$ cat config.mk
export PLATFORM = sky130hd
export DESIGN_NAME = modem_mode_ctrl
export DESIGN_NICKNAME = d
export VERILOG_FILES = /design/src/rtl/mmc_pkg.sv /design/src/rtl/mmc_rise.sv /design/src/rtl/mmc_tick_timer.sv /design/src/rtl/mmc_mode_fsm.sv /design/src/rtl/modem_mode_ctrl.sv
export SDC_FILE = /design/constraint.sdc
export NUM_CORES = 1
export LEC_CHECK = 0
export BUFFER_PORTS_ARGS = -buffer_cell sky130_fd_sc_hd__buf_2
export CAP_MARGIN = 25
export CELL_PAD_IN_SITES_DETAIL_PLACEMENT = 1
export CELL_PAD_IN_SITES_GLOBAL_PLACEMENT = 1
export CORE_ASPECT_RATIO = 1.75
export CORE_MARGIN = 2
export CORE_UTILIZATION = 45
export DETAILED_ROUTE_END_ITERATION = 10
export GPL_ROUTABILITY_DRIVEN = 0
export GPL_TIMING_DRIVEN = 1
export PLACE_DENSITY = 0.93
export SKIP_CTS_REPAIR_TIMING = 1
export SYNTH_ARGS = -nofsm -noshare
export SYNTH_HDL_FRONTEND = slang
export SYNTH_HIERARCHICAL = 1
export SYNTH_SLANG_ARGS = --single-unit
export TNS_END_PERCENT = 20
$ cat constraint.sdc
create_clock -name clk -period 4.5 [get_ports clk]
set_input_delay 0.225 -clock clk [delete_from_list [all_inputs] [get_ports clk]]
set_output_delay 0.225 -clock clk [all_outputs]
set_load 0.005 [all_outputs]
$ cat src/rtl/mmc_pkg.sv
package mmc_pkg;

  typedef enum logic {
    MODE_CMD  = 1'b0,
    MODE_DATA = 1'b1
  } link_mode_e;

  // A counter of W bits reaches its limit on the tick that would make it equal
  // to the limit; limit zero never reaches.
  function automatic logic limit_hit(input logic [15:0] count, input logic [15:0] limit);
    return (limit != 16'd0) && (count == limit - 16'd1);
  endfunction

endpackage

$ cat src/rtl/mmc_rise.sv
module mmc_rise (
  input  logic clk,
  input  logic rst,
  input  logic level,
  output logic rise
);
  logic prev_q;

  always_ff @(posedge clk) begin
    if (rst) prev_q <= 1'b0;
    else     prev_q <= level;
  end

  assign rise = level & ~prev_q;
endmodule

$ cat src/rtl/mmc_tick_timer.sv
module mmc_tick_timer #(
  parameter int W = 8
) (
  input  logic         clk,
  input  logic         rst,
  input  logic         run,
  input  logic         tick,
  input  logic [W-1:0] limit,
  output logic         fire
);
  import mmc_pkg::*;

  logic [W-1:0] cnt_q;

  always_ff @(posedge clk) begin
    if (rst || !run) cnt_q <= '0;
    else if (tick)   cnt_q <= cnt_q + 1'b1;
  end

  assign fire = run & tick & limit_hit(16'(cnt_q), 16'(limit));

  // a stopped timer starts over from zero
  restart_chk: assert property (@(posedge clk) disable iff (rst)
    !run |=> (cnt_q == '0));

  // a zero limit never expires
  zero_limit_chk: assert property (@(posedge clk) disable iff (rst)
    (limit == '0) |-> !fire);
endmodule

$ cat src/rtl/mmc_mode_fsm.sv
module mmc_mode_fsm (
  input  logic clk,
  input  logic rst,
  input  logic data_req,
  input  logic rts_n,
  input  logic dtr_exit,
  input  logic esc_exit,
  input  logic rts_exit,
  output logic mode_data,
  output logic cts_n
);
  import mmc_pkg::*;

  link_mode_e mode_q, mode_nx;
  logic       cts_q, cts_nx;

  always_comb begin
    mode_nx = mode_q;
    cts_nx  = cts_q;
    if (mode_q == MODE_DATA) begin
      cts_nx = rts_exit;
      if (dtr_exit || esc_exit || rts_exit) mode_nx = MODE_CMD;
    end else begin
      cts_nx = rts_n;
      if (data_req && !rts_n && !cts_q) mode_nx = MODE_DATA;
    end
  end

  always_ff @(posedge clk) begin
    if (rst) begin
      mode_q <= MODE_CMD;
      cts_q  <= 1'b1;
    end else begin
      mode_q <= mode_nx;
      cts_q  <= cts_nx;
    end
  end

  assign mode_data = (mode_q == MODE_DATA);
  assign cts_n     = cts_q;


  entry_chk: assert property (@(posedge clk) disable iff (rst)
    (!mode_data && data_req && !rts_n && !cts_n) |=> mode_data);


  rts_exit_chk: assert property (@(posedge clk) disable iff (rst)
    (mode_data && rts_exit) |=> (!mode_data && cts_n));


  data_cts_low_chk: assert property (@(posedge clk) disable iff (rst)
    (mode_data && !rts_exit) |=> !cts_n);


  cmd_cts_follow_chk: assert property (@(posedge clk) disable iff (rst)
    !mode_data |=> (cts_n == $past(rts_n)));


  esc_exit_chk: assert property (@(posedge clk) disable iff (rst)
    (mode_data && esc_exit) |=> !mode_data);
endmodule

$ cat src/rtl/modem_mode_ctrl.sv
module modem_mode_ctrl #(
  parameter int TW     = 8,
  parameter int DTR_MS = 100
) (
  input  logic          clk,
  input  logic          rst,
  input  logic          ms_tick,
  input  logic          dtr_n,
  input  logic          rts_n,
  input  logic          esc,
  input  logic          data_req,
  input  logic [TW-1:0] rts_limit,
  input  logic          opt_dtr_en,
  input  logic          opt_esc_en,
  output logic          mode_data,
  output logic          cts_n,
  output logic          cmd_ok
);
  localparam int DW = $clog2(DTR_MS + 1);
  localparam logic [DW-1:0] DTR_LIMIT = DW'(DTR_MS);

  logic esc_rise;
  logic dtr_run, rts_run;
  logic dtr_exit, rts_exit, esc_exit;

  mmc_rise u_esc_edge (
    .clk   (clk),
    .rst   (rst),
    .level (esc),
    .rise  (esc_rise)
  );

  assign dtr_run  = mode_data & opt_dtr_en & dtr_n;
  assign rts_run  = mode_data & rts_n;
  assign esc_exit = mode_data & opt_esc_en & esc_rise;

  mmc_tick_timer #(.W(DW)) u_dtr_timer (
    .clk   (clk),
    .rst   (rst),
    .run   (dtr_run),
    .tick  (ms_tick),
    .limit (DTR_LIMIT),
    .fire  (dtr_exit)
  );

  mmc_tick_timer #(.W(TW)) u_rts_timer (
    .clk   (clk),
    .rst   (rst),
    .run   (rts_run),
    .tick  (ms_tick),
    .limit (rts_limit),
    .fire  (rts_exit)
  );

  mmc_mode_fsm u_fsm (
    .clk       (clk),
    .rst       (rst),
    .data_req  (data_req),
    .rts_n     (rts_n),
    .dtr_exit  (dtr_exit),
    .esc_exit  (esc_exit),
    .rts_exit  (rts_exit),
    .mode_data (mode_data),
    .cts_n     (cts_n)
  );

  assign cmd_ok = ~mode_data & ~cts_n & ~rts_n;


  reset_state_chk: assert property (@(posedge clk)
    rst |=> (!mode_data && cts_n && !cmd_ok));

  // the terminal-ready timer cannot fire outside data mode
  dtr_cmd_quiet_chk: assert property (@(posedge clk) disable iff (rst)
    !mode_data |-> !dtr_exit);


  dtr_exit_chk: assert property (@(posedge clk) disable iff (rst)
    dtr_exit |=> !mode_data);


  dtr_gate_chk: assert property (@(posedge clk) disable iff (rst)
    (!opt_dtr_en || !dtr_n) |-> !dtr_exit);
endmodule

==> summary.txt, run 1 <==
Placement
  – DP HPWL: 2.89 mm
  – Place WS: 2.15 ns
  – Placed Cells: 214
  – Port Buffers: 19
  – Placed inst area: 1480 sq um

Finish
  – # diodes: 0
  – Layout area overhead: 20.0%
  – Final Non-Filler Cells: 218
  – Core Util, Final: 0.569
  – Share of post-route cells with drive strength above 1: 0.178
  – Cell area after layout: 1530 sq um
  – Post-layout nets: 214
  – Filler cell count: 353

Synth
  – Largest cells by area after synthesis: dfxtp_1 (28%), xnor2_1 (9.6%), xor2_1 (9.6%), ha_1 (4.9%), nor2_1 (4.7%)
  – Area leader, netlist: dfxtp_1
  – Distinct cells, synth: 41
  – Async SR Flop Fraction: 0
  – Top cells by count, synth: dfxtp_1 (18), nor2_1 (16), xnor2_1 (14), xor2_1 (14), nand2_1 (9)
  – Syn Area/Cell: 8.57 sq um
  – Gate count of the mapped netlist: 149
  – Most common cell in the netlist: dfxtp_1
  – Post-Syn Area: 1280 sq um
  – Top FF cell, synth: dfxtp_1
  – Post-synth top area share: 0.282
  – Number of synthesized flops with an enable pin: 0
  – Number of synthesis warnings: 6
  – Yosys reg bits: 18
  – Sequential area share after synthesis: 0.282

Outcome
  – Outcome: finished, final reports clean

STA
  – Fin. Hold Viols: 0
  – Final hold slack: 0.202 ns
  – Period utilisation layout: 0.465
  – RSZ-0062 raised after global routing: no
  – Worst-Margin Slew: 0.636 ns
  – Setup_tns: 0 ns
  – Worst slew margin: 0.575
  – Max-slew violations: 0
  – Worst setup margin: 2.41 ns
  – Layout Skew: 0.00205 ns
  – Finish-stage setup viols: 0
  – Max Clk Rate: 478 MHz
  – Min cycle time layout: 2.09 ns

Worst setup path
  – Buf/Inv on CP: 2
  – Kind of cell adding the most delay to the critical path: simple AND/OR/NAND/NOR gates
  – Slowest stage delay, CP: 0.55 ns
  – Startpoint types: input port
  – Maximum fanout along the worst path: 5
  – Endpoint class of the critical path: flip-flop
  – Cells along the critical path: buf_2 > inv_1 > ha_1 > nor3b_1 > a211o_1 > nand4_1 > o211a_1 > or4b_1 > a21oi_1
  – Crit path kind: input port to flip-flop
  – Crit path required time: 4.69 ns
  – Worst Path Arrival: 2.28 ns
  – Slowest-stage cell, CP: nor3b_1

Pwr
  – Lkg Pwr: 0.647 nW
  – Peak supply drop: 0.151 mV
  – Final Power: 0.350 mW
  – Pwr dens: 228 nW/um^2

Global route
  – Met1 usage: 0.212
  – Number of global-route vias before repair: 1309
  – First-pass GRT wire length: 5.84 mm
  – Total congestion overflow: 0
  – Antenna violations before repair: 0
  – Total GRT Usage: 0.247
  – GR peak layer: met2
  – Met2 GRT Util: 0.528
  – Met3 Track Usage GR: 0.0291
  – Largest net degree at the start of global routing: 14

CTS
  – Later-pin clock latency in the skew report: 0.26 ns
  – Clk sinks: 18
  – CTS Root Cell: clkbuf_8
  – CTS Buf Count: 3
  – H-Tree Depth: 1
  – CTS tree: built
  – Clock Pin Slew Worst Setup and Hold Paths: 0.07 ns
  – Clock Path Buffers: 2

Floorplan
  – Core area: 2690 sq um
  – FP Rows: 25
  – Die Area: 3290 sq um
  – I/O pin count: 20
  – Die height: 74.5 um
  – Die width: 44.3 um
  – Initial core utilization: 0.474

Routing
  – DR vias: 1212
  – Post-route ant nets: 0
  – Vias per Instance: 5.56
  – Initial drt markers: 23
  – Drt total wl: 3.61 mm
  – DRC: 0
  – Pre-antenna DRT Iters: 4
  – DR WL/cell: 16.6 um

Worst hold path
  – Tightest Hold Check Type: input port to flip-flop

Job
  – Max-capacitance violation count: 0
==> worst register-to-register path, cell delays in order (launching register included) <==
cell and delay (ns):
dfxtp_1 0.44, or3b_2 0.46, or4_1 0.40, o211ai_1 0.15, o211a_1 0.19, or4b_1 0.13, a21oi_1 0.06
==> worst paths after layout <==
check | slack, ns | start | endpoint | depth (start not counted)
hold reg to reg | 0.52 | u_rts_timer/cnt_q[7]$_SDFFE_PP0P_ | u_rts_timer/cnt_q[7]$_SDFFE_PP0P_ | 2
setup reg to reg | 2.56 | u_rts_timer/cnt_q[5]$_SDFFE_PP0P_ | u_fsm/mode_data$_SDFF_PP0_ | 6
setup / recovery | 2.41 | rts_limit[0] | u_fsm/mode_data$_SDFF_PP0_ | 9
hold / removal | 0.20 | esc | u_esc_edge/prev_q$_SDFF_PP0_ | 2
==> state kept, by name, summed over array words and instances, names as in the netlist <==
name / flops
u_fsm/cts_n: 1
u_rts_timer/cnt_q: 8
u_fsm/mode_data: 1
u_esc_edge/prev_q: 1
u_dtr_timer/cnt_q: 7
==> power by group <==
group	total (mW)	internal (mW)	leakage [nW]	switching, mW
Combinational	0.0520	0.0232	0.473	0.0288
Clock	0.135	0.0779	0.0288	0.0570
Sequential	0.163	0.161	0.146	0.00202
Total	0.350	0.262	0.647	0.0878
==> metal layers <==
layer | share of wire | vias to the layer above
li1 | - | 588
met1 | 0.33 | 584
met2 | 0.61 | 32
met3 | 0.036 | 8
met4 | 0.024 | 0
met5 | 0 | -
==> cell type report <==
class | instances | area (sq um) | share of cell area
tap | 27 | 33.8 | 0.0221
timing repair buffer | 19 | 95.1 | 0.0621
clock buffer | 4 | 55.1 | 0.0359
sequential | 18 | 360 | 0.235
multi-input combinational | 145 | 968 | 0.632
inverter | 5 | 18.8 | 0.0123
==> cells by family after synthesis <==
logic type | after synthesis | synth area share
AO/OA/AOI/OAI | 18 | 0.0971
adder cells (fa/ha/maj) | 5 | 0.0490
multiplexers | 2 | 0.0157
flip-flops | 18 | 0.282
other | 2 | 0.00588
AND/OR/NAND/NOR | 69 | 0.337
XOR/XNOR | 28 | 0.192
buffers and inverters | 7 | 0.0206
==> cell usage in the layout (no fill, tap or decap), types with 3 or more instances in the layout <==
master,synthesis,final
clkbuf_8,0,4
nor2_1,16,16
nand4_1,8,8
a21oi_1,5,5
xor2_1,14,14
buf_2,0,19
conb_1,2,23
and3_1,4,4
inv_1,5,5
nand2_1,9,9
or3_1,3,3
xnor2_1,14,14
nand2b_1,4,4
dfxtp_1,18,18
o21ai_0,4,4
ha_1,5,5
(Power assumes the default switching activity.)
==> run 2, diff against run 1 <==
Settings changed: CORE_UTILIZATION 45 to 38, PLACE_DENSITY 0.93 to 0.84.
Clock period 4.5 ns to 1.8 ns, I/O delays scaled along.
==> run 2 against run 1 <==
  * Worst setup slack worse by 2.5 ns
  * The flow now finishes with violations (setup timing)
  * Non-clock buffer count is 11 higher
  * First-iteration DRC count is 30% lower
==> summary.txt, run 2 (synthesized netlist as in run 1, its figures left out) <==
CTS
  – Clock Path Buffers: 2
  – Clk sinks: 18
  – CTS Buf Count: 3
  – CTS tree: built
  – H-Tree Depth: 1
  – CTS Root Cell: clkbuf_8
  – Clock Pin Slew Worst Setup and Hold Paths: 0.07 ns
  – Later-pin clock latency in the skew report: 0.25 ns

Floorplan
  – Die Area: 3860 sq um
  – Initial core utilization: 0.402
  – Die width: 47.8 um
  – FP Rows: 27
  – I/O pin count: 20
  – Die height: 80.7 um
  – Core area: 3180 sq um

Global route
  – Number of global-route vias before repair: 1407
  – Total GRT Usage: 0.202
  – First-pass GRT wire length: 5.64 mm
  – Largest net degree at the start of global routing: 14
  – Total congestion overflow: 0
  – Antenna violations before repair: 0

Routing
  – DR vias: 1253
  – Drt total wl: 3.63 mm
  – Pre-antenna DRT Iters: 4
  – DR WL/cell: 14.8 um
  – Initial drt markers: 16
  – Post-route ant nets: 0
  – DRC: 0
  – Vias per Instance: 5.11

Pwr
  – Lkg Pwr: 0.712 nW
  – Peak supply drop: 0.352 mV
  – Pwr dens: 522 nW/um^2

Finish
  – Top Registers: u_rts_timer/cnt_q (8), u_dtr_timer/cnt_q (7)
  – Largest Register: u_rts_timer/cnt_q
  – Commonest non-fill, non-tap cell in the layout: conb_1
  – Final Non-Filler Cells: 245
  – Max reg flops: 8
  – Share of post-route cells with drive strength above 1: 0.252
  – Core Util, Final: 0.524
  – Layout area overhead: 30.3%
  – Post-layout nets: 225
  – Area used by multi-input combinational logic: 990 sq um
  – Most frequent cells in the layout: conb_1 (23), buf_2 (19), dfxtp_1 (17), nor2_1 (16)
  – # diodes: 0
  – Register Area: 364 sq um
  – Filler cell count: 421

STA
  – Min cycle time layout: 1.87 ns
  – Layout Skew: 0.00416 ns
  – Finish-stage setup viols: 2
  – Period utilisation layout: 1.04
  – Final hold slack: 0.0729 ns
  – RSZ-0062 raised after global routing: yes
  – Max-slew violations: 0
  – Worst setup margin: -0.0678 ns
  – Max Clk Rate: 535 MHz
  – Fin. Hold Viols: 0
  – Setup_tns: -0.111 ns

Worst hold path
  – Endpoint with the worst hold slack: u_esc_edge/prev_q$_SDFF_PP0_
  – WHS Path Cells: 2
  – Tightest Hold Check Type: input port to flip-flop
  – Hold Crit Start: esc

Worst setup path
  – Maximum fanout along the worst path: 5
  – Worst r2r dst: u_fsm/mode_data$_SDFF_PP0_
  – Crit path required time: 1.99 ns
  – R2R Setup Slk: -0.07 ns
  – Endpoint class of the critical path: flip-flop
  – Reg2reg start: u_rts_timer/cnt_q[5]$_SDFFE_PP0P_
  – Startpoint types: flip-flop
  – Worst Path Arrival: 2.06 ns
  – Register-to-Register Path Depth: 7
  – Crit path kind: flip-flop to flip-flop

Outcome
  – Outcome: complete, but fails checks
  – Failing checks: setup timing

Job
  – Max-capacitance violation count: 0

Placement
  – DP HPWL: 2.99 mm
  – Port Buffers: 19
  – Placed Cells: 240
[run 2: metal layers]
metal | vias up | share of wire | track usage
met4 | 0 | 0.015 | 0.0757
met3 | 6 | 0.025 | 0.0292
met1 | 614 | 0.32 | 0.158
li1 | 607 | - | -
met2 | 26 | 0.64 | 0.425
met5 | - | 0 | 0
[run 2: final cells by class]
type                            count  share of cell area
Inverter                            5              0.0113
Clock buffer                        4              0.0331
Timing Repair Buffer               30               0.109
Sequential cell                    18               0.219
Multi-Input combinational cell    145               0.595
Tap cell                           43              0.0324
[run 2: worst max path at each step]
stage | endpoint | cells past startpoint | slack, ns | start
finish | u_fsm/mode_data$_SDFF_PP0_ | 7 | -0.07 | u_rts_timer/cnt_q[5]$_SDFFE_PP0P_
global route | u_fsm/mode_data$_SDFF_PP0_ | 7 | -0.12 | u_rts_timer/cnt_q[5]$_SDFFE_PP0P_
CTS | u_fsm/mode_data$_SDFF_PP0_ | 7 | -0.14 | u_rts_timer/cnt_q[5]$_SDFFE_PP0P_
detailed placement | u_fsm/mode_data$_SDFF_PP0_ | 7 | -0.29 | rts_limit[1]
global placement | u_fsm/mode_data$_SDFF_PP0_ | 7 | -0.17 | rts_limit[1]
floorplan | u_fsm/mode_data$_SDFF_PP0_ | 6 | 0.01 | rts_limit[1]
[run 2: stage by stage]
stage | area, sq um | power (mW) | setup slack [ns]
floorplan | 1370 | 0.492 | 0.0124
global placement | 1580 | 0.540 | -0.169
detailed placement | 1580 | 0.547 | -0.288
CTS | 1640 | 0.873 | -0.142
global route | 1660 | 0.919 | -0.117
finish | 1660 | 0.868 | -0.0678
[run 2: worst max-delay path, stage by stage, from the launching register on]
cell and delay [ns]:
dfxtp_4 0.37, buf_6 0.12, and2_4 0.13, o221ai_2 0.17, o211ai_1 0.13, o211a_1 0.26
or4b_4 0.52, a21oi_2 0.13
[run 2: power by group]
part	leakage [nW]	total, mW	switching, mW	internal, mW
logic	0.537	0.141	0.0739	0.0671
clock network	0.0288	0.323	0.129	0.194
registers	0.146	0.404	0.00365	0.401
total	0.712	0.868	0.206	0.662
==> run 3, diff against run 2 <==
Settings changed: ABC_AREA from default to 1, CORE_UTILIZATION 38 to 34, PLACE_DENSITY 0.84 to 0.83, SYNTH_HIERARCHICAL 1 to default.
==> run 3 against run 2 <==
  * The flow now finishes without violations
  * Count of clock-buffer cells in the layout unchanged
  * Sequential share of layout area increased by 6.2 points
  * First-iteration DRC count decreased by 25%
  * Utilization decreased by 11 points
  * Hold slack got worse by 0.046 ns
==> summary.txt, run 3 <==
CTS
  – Later-pin clock latency in the skew report: 0.26 ns
  – H-Tree Depth: 1
  – Clock Pin Slew Worst Setup and Hold Paths: 0.07 ns
  – Clk sinks: 18
  – Clock Path Buffers: 2
  – CTS Root Cell: clkbuf_8
  – CTS Buf Count: 3
  – CTS tree: built

Floorplan
  – FP Rows: 27
  – Die width: 46.8 um
  – Die Area: 3690 sq um
  – I/O pin count: 20
  – Core area: 3110 sq um
  – Die height: 78.9 um
  – Initial core utilization: 0.351

Finish
  – Register Area: 360 sq um
  – Top Registers: u_rts_timer.cnt_q (8), u_dtr_timer.cnt_q (7)
  – Most frequent cells in the layout: nand2_1 (40), inv_1 (27), nor2_1 (21), buf_2 (19), dfxtp_1 (18)
  – Share of post-route cells with drive strength above 1: 0.161
  – Layout area overhead: 17.7%
  – Cell area after layout: 1280 sq um
  – Max reg flops: 8
  – # diodes: 0
  – Largest Register: u_rts_timer.cnt_q
  – Post-layout nets: 213
  – Commonest non-fill, non-tap cell in the layout: nand2_1
  – Area used by multi-input combinational logic: 609 sq um
  – Filler cell count: 450

STA
  – Worst setup margin: 0.373 ns
  – Final hold slack: 0.0273 ns
  – Setup_tns: 0 ns
  – Period utilisation layout: 0.793
  – Max-slew violations: 0
  – RSZ-0062 raised after global routing: no
  – Finish-stage setup viols: 0
  – Worst-Margin Slew: 0.355 ns
  – Layout Skew: 0.00175 ns
  – Max Clk Rate: 701 MHz
  – Fin. Hold Viols: 0
  – Worst slew margin: 0.762
  – Min cycle time layout: 1.43 ns

Global route
  – Antenna violations before repair: 0
  – Total GRT Usage: 0.175
  – Number of global-route vias before repair: 1161
  – First-pass GRT wire length: 4.78 mm
  – Largest net degree at the start of global routing: 11
  – Total congestion overflow: 0

Synth
  – Post-Synth Adder-Cell Area: 0.0344
  – Most common cell in the netlist: nand2_1
  – Top FF cell, synth: dfxtp_1
  – Mux share of post-synthesis cell area: 0
  – Number of synthesis warnings: 0
  – Syn Area/Cell: 6.41 sq um
  – Largest cells by area after synthesis: dfxtp_1 (33%), nand2_1 (14%), inv_1 (9.3%), nand3_1 (7.3%), nor2_1 (7.2%)
  – Top cells by count, synth: nand2_1 (40), inv_1 (27), nor2_1 (21), dfxtp_1 (18), nand3_1 (16)
  – Syn Nets: 190
  – Post-Syn Area: 1090 sq um
  – Synth Area in Compound Gates: 0.0896
  – Area leader, netlist: dfxtp_1
  – Sequential area share after synthesis: 0.331
  – Post-synth top area share: 0.331
  – Gate count of the mapped netlist: 170
  – Async SR Flop Fraction: 0
  – Post-synthesis simple-gate area fraction: 0.403
  – Yosys reg bits: 18
  – Distinct cells, synth: 23
  – Post-synthesis xor/xnor area fraction: 0.0321
  – Number of synthesized flops with an enable pin: 0
  – Largest family of logic cells by synthesized area: simple AND/OR/NAND/NOR gates

Worst setup path
  – Endpoint class of the critical path: flip-flop
  – Critical Path Source: u_rts_timer.cnt_q[0]$_SDFFE_PP0P_
  – Crit path required time: 1.95 ns
  – Reg2reg start: u_rts_timer.cnt_q[0]$_SDFFE_PP0P_
  – Maximum fanout along the worst path: 6
  – Register-to-Register Path Depth: 8
  – Crit path kind: flip-flop to flip-flop
  – Startpoint types: flip-flop
  – Worst Path Arrival: 1.58 ns

Pwr
  – Final Power: 0.829 mW
  – Sw frac: 0.238
  – Cell-internal power: 0.632 mW
  – Psw: 0.197 mW
  – Clock power frac: 0.408
  – Pwr dens: 646 nW/um^2
  – Peak supply drop: 0.497 mV
  – Logic pwr share: 0.104
  – Flop pwr share: 0.488
  – Lkg Pwr: 0.625 nW

Worst hold path
  – WHS Path Cells: 2
  – Tightest Hold Check Type: input port to flip-flop
  – Hold Crit Start: rst

Placement
  – DP HPWL: 2.21 mm
  – Place WS: 0.317 ns
  – Port Buffers: 19
  – Placed inst area: 1230 sq um

Routing
  – DRC: 0
  – Vias per Instance: 4.83
  – Post-route ant nets: 0
  – Drt total wl: 2.73 mm
  – Initial drt markers: 12
  – DR vias: 1136
  – Pre-antenna DRT Iters: 3
  – DR WL/cell: 11.6 um

Job
  – Max-capacitance violation count: 0

Outcome
  – Outcome: finished, final reports clean
-- run 3: cell count changes in the layout (fill, tap and decap cells not counted), sizes merged, moves of 7 or more --
cell / change
buf: -11
conb: -23
inv: +24
nand2: +33
nand3: +16
nor2: +7
xnor2: -11
xor2: -13
-- run 3: metal layers --
metal  GRT usage  part of all wire
met3      0.0136             0.023
met2       0.341              0.58
met1       0.169              0.38
met5           0                 0
met4      0.0750             0.019
-- run 3: worst max-delay path: stages (launching register included) --
cell and delay (ns):
dfxtp_1 0.42, ha_1 0.20, nand3_1 0.11, nor2_1 0.17
nand2_1 0.07, inv_1 0.08, nand2_1 0.07, o21ai_0 0.15
a21oi_1 0.05
-- run 3: logic make-up after synthesis --
family          Yosys count
flops                    18
buf+inv                  30
xor+xnor                  4
compound gates           18
simple gates             97
fa+ha+maj                 3
-- run 3: power by group through the flow --
stage	clock network [mW]	registers, mW	logic [mW]
after global placement	0	0.414	0.0851
final	0.339	0.404	0.0861
after CTS	0.345	0.404	0.0878
after global routing	0.362	0.405	0.100
after detailed placement	0	0.413	0.0863
after floorplan	0	0.413	0.0503
-- run 3: cell type report --
class / count / area share
Inverter: 29 / 0.0849
Clock buffer: 4 / 0.0429
Sequential cell: 18 / 0.281
Tap cell: 43 / 0.0420
Timing Repair Buffer: 19 / 0.0741
Multi-Input combinational cell: 122 / 0.475
-- run 3: per-stage QoR --
| step | instances | util |
|---|---|---|
| detailed placement | 231 | 0.395 |
| CTS | 235 | 0.413 |
| global placement | 231 | 0.395 |
| floorplan | 170 | - |
| finish | 235 | 0.413 |
| global route | 235 | 0.413 |
-- run 3: worst paths after layout --
kind | end | slack, ns
min | u_esc_edge.prev_q$_SDFF_PP0_ | 0.03
min reg2reg | u_rts_timer.cnt_q[7]$_SDFFE_PP0P_ | 0.48
max reg2reg | u_rts_timer.cnt_q[6]$_SDFFE_PP0P_ | 0.37
max | u_rts_timer.cnt_q[6]$_SDFFE_PP0P_ | 0.37
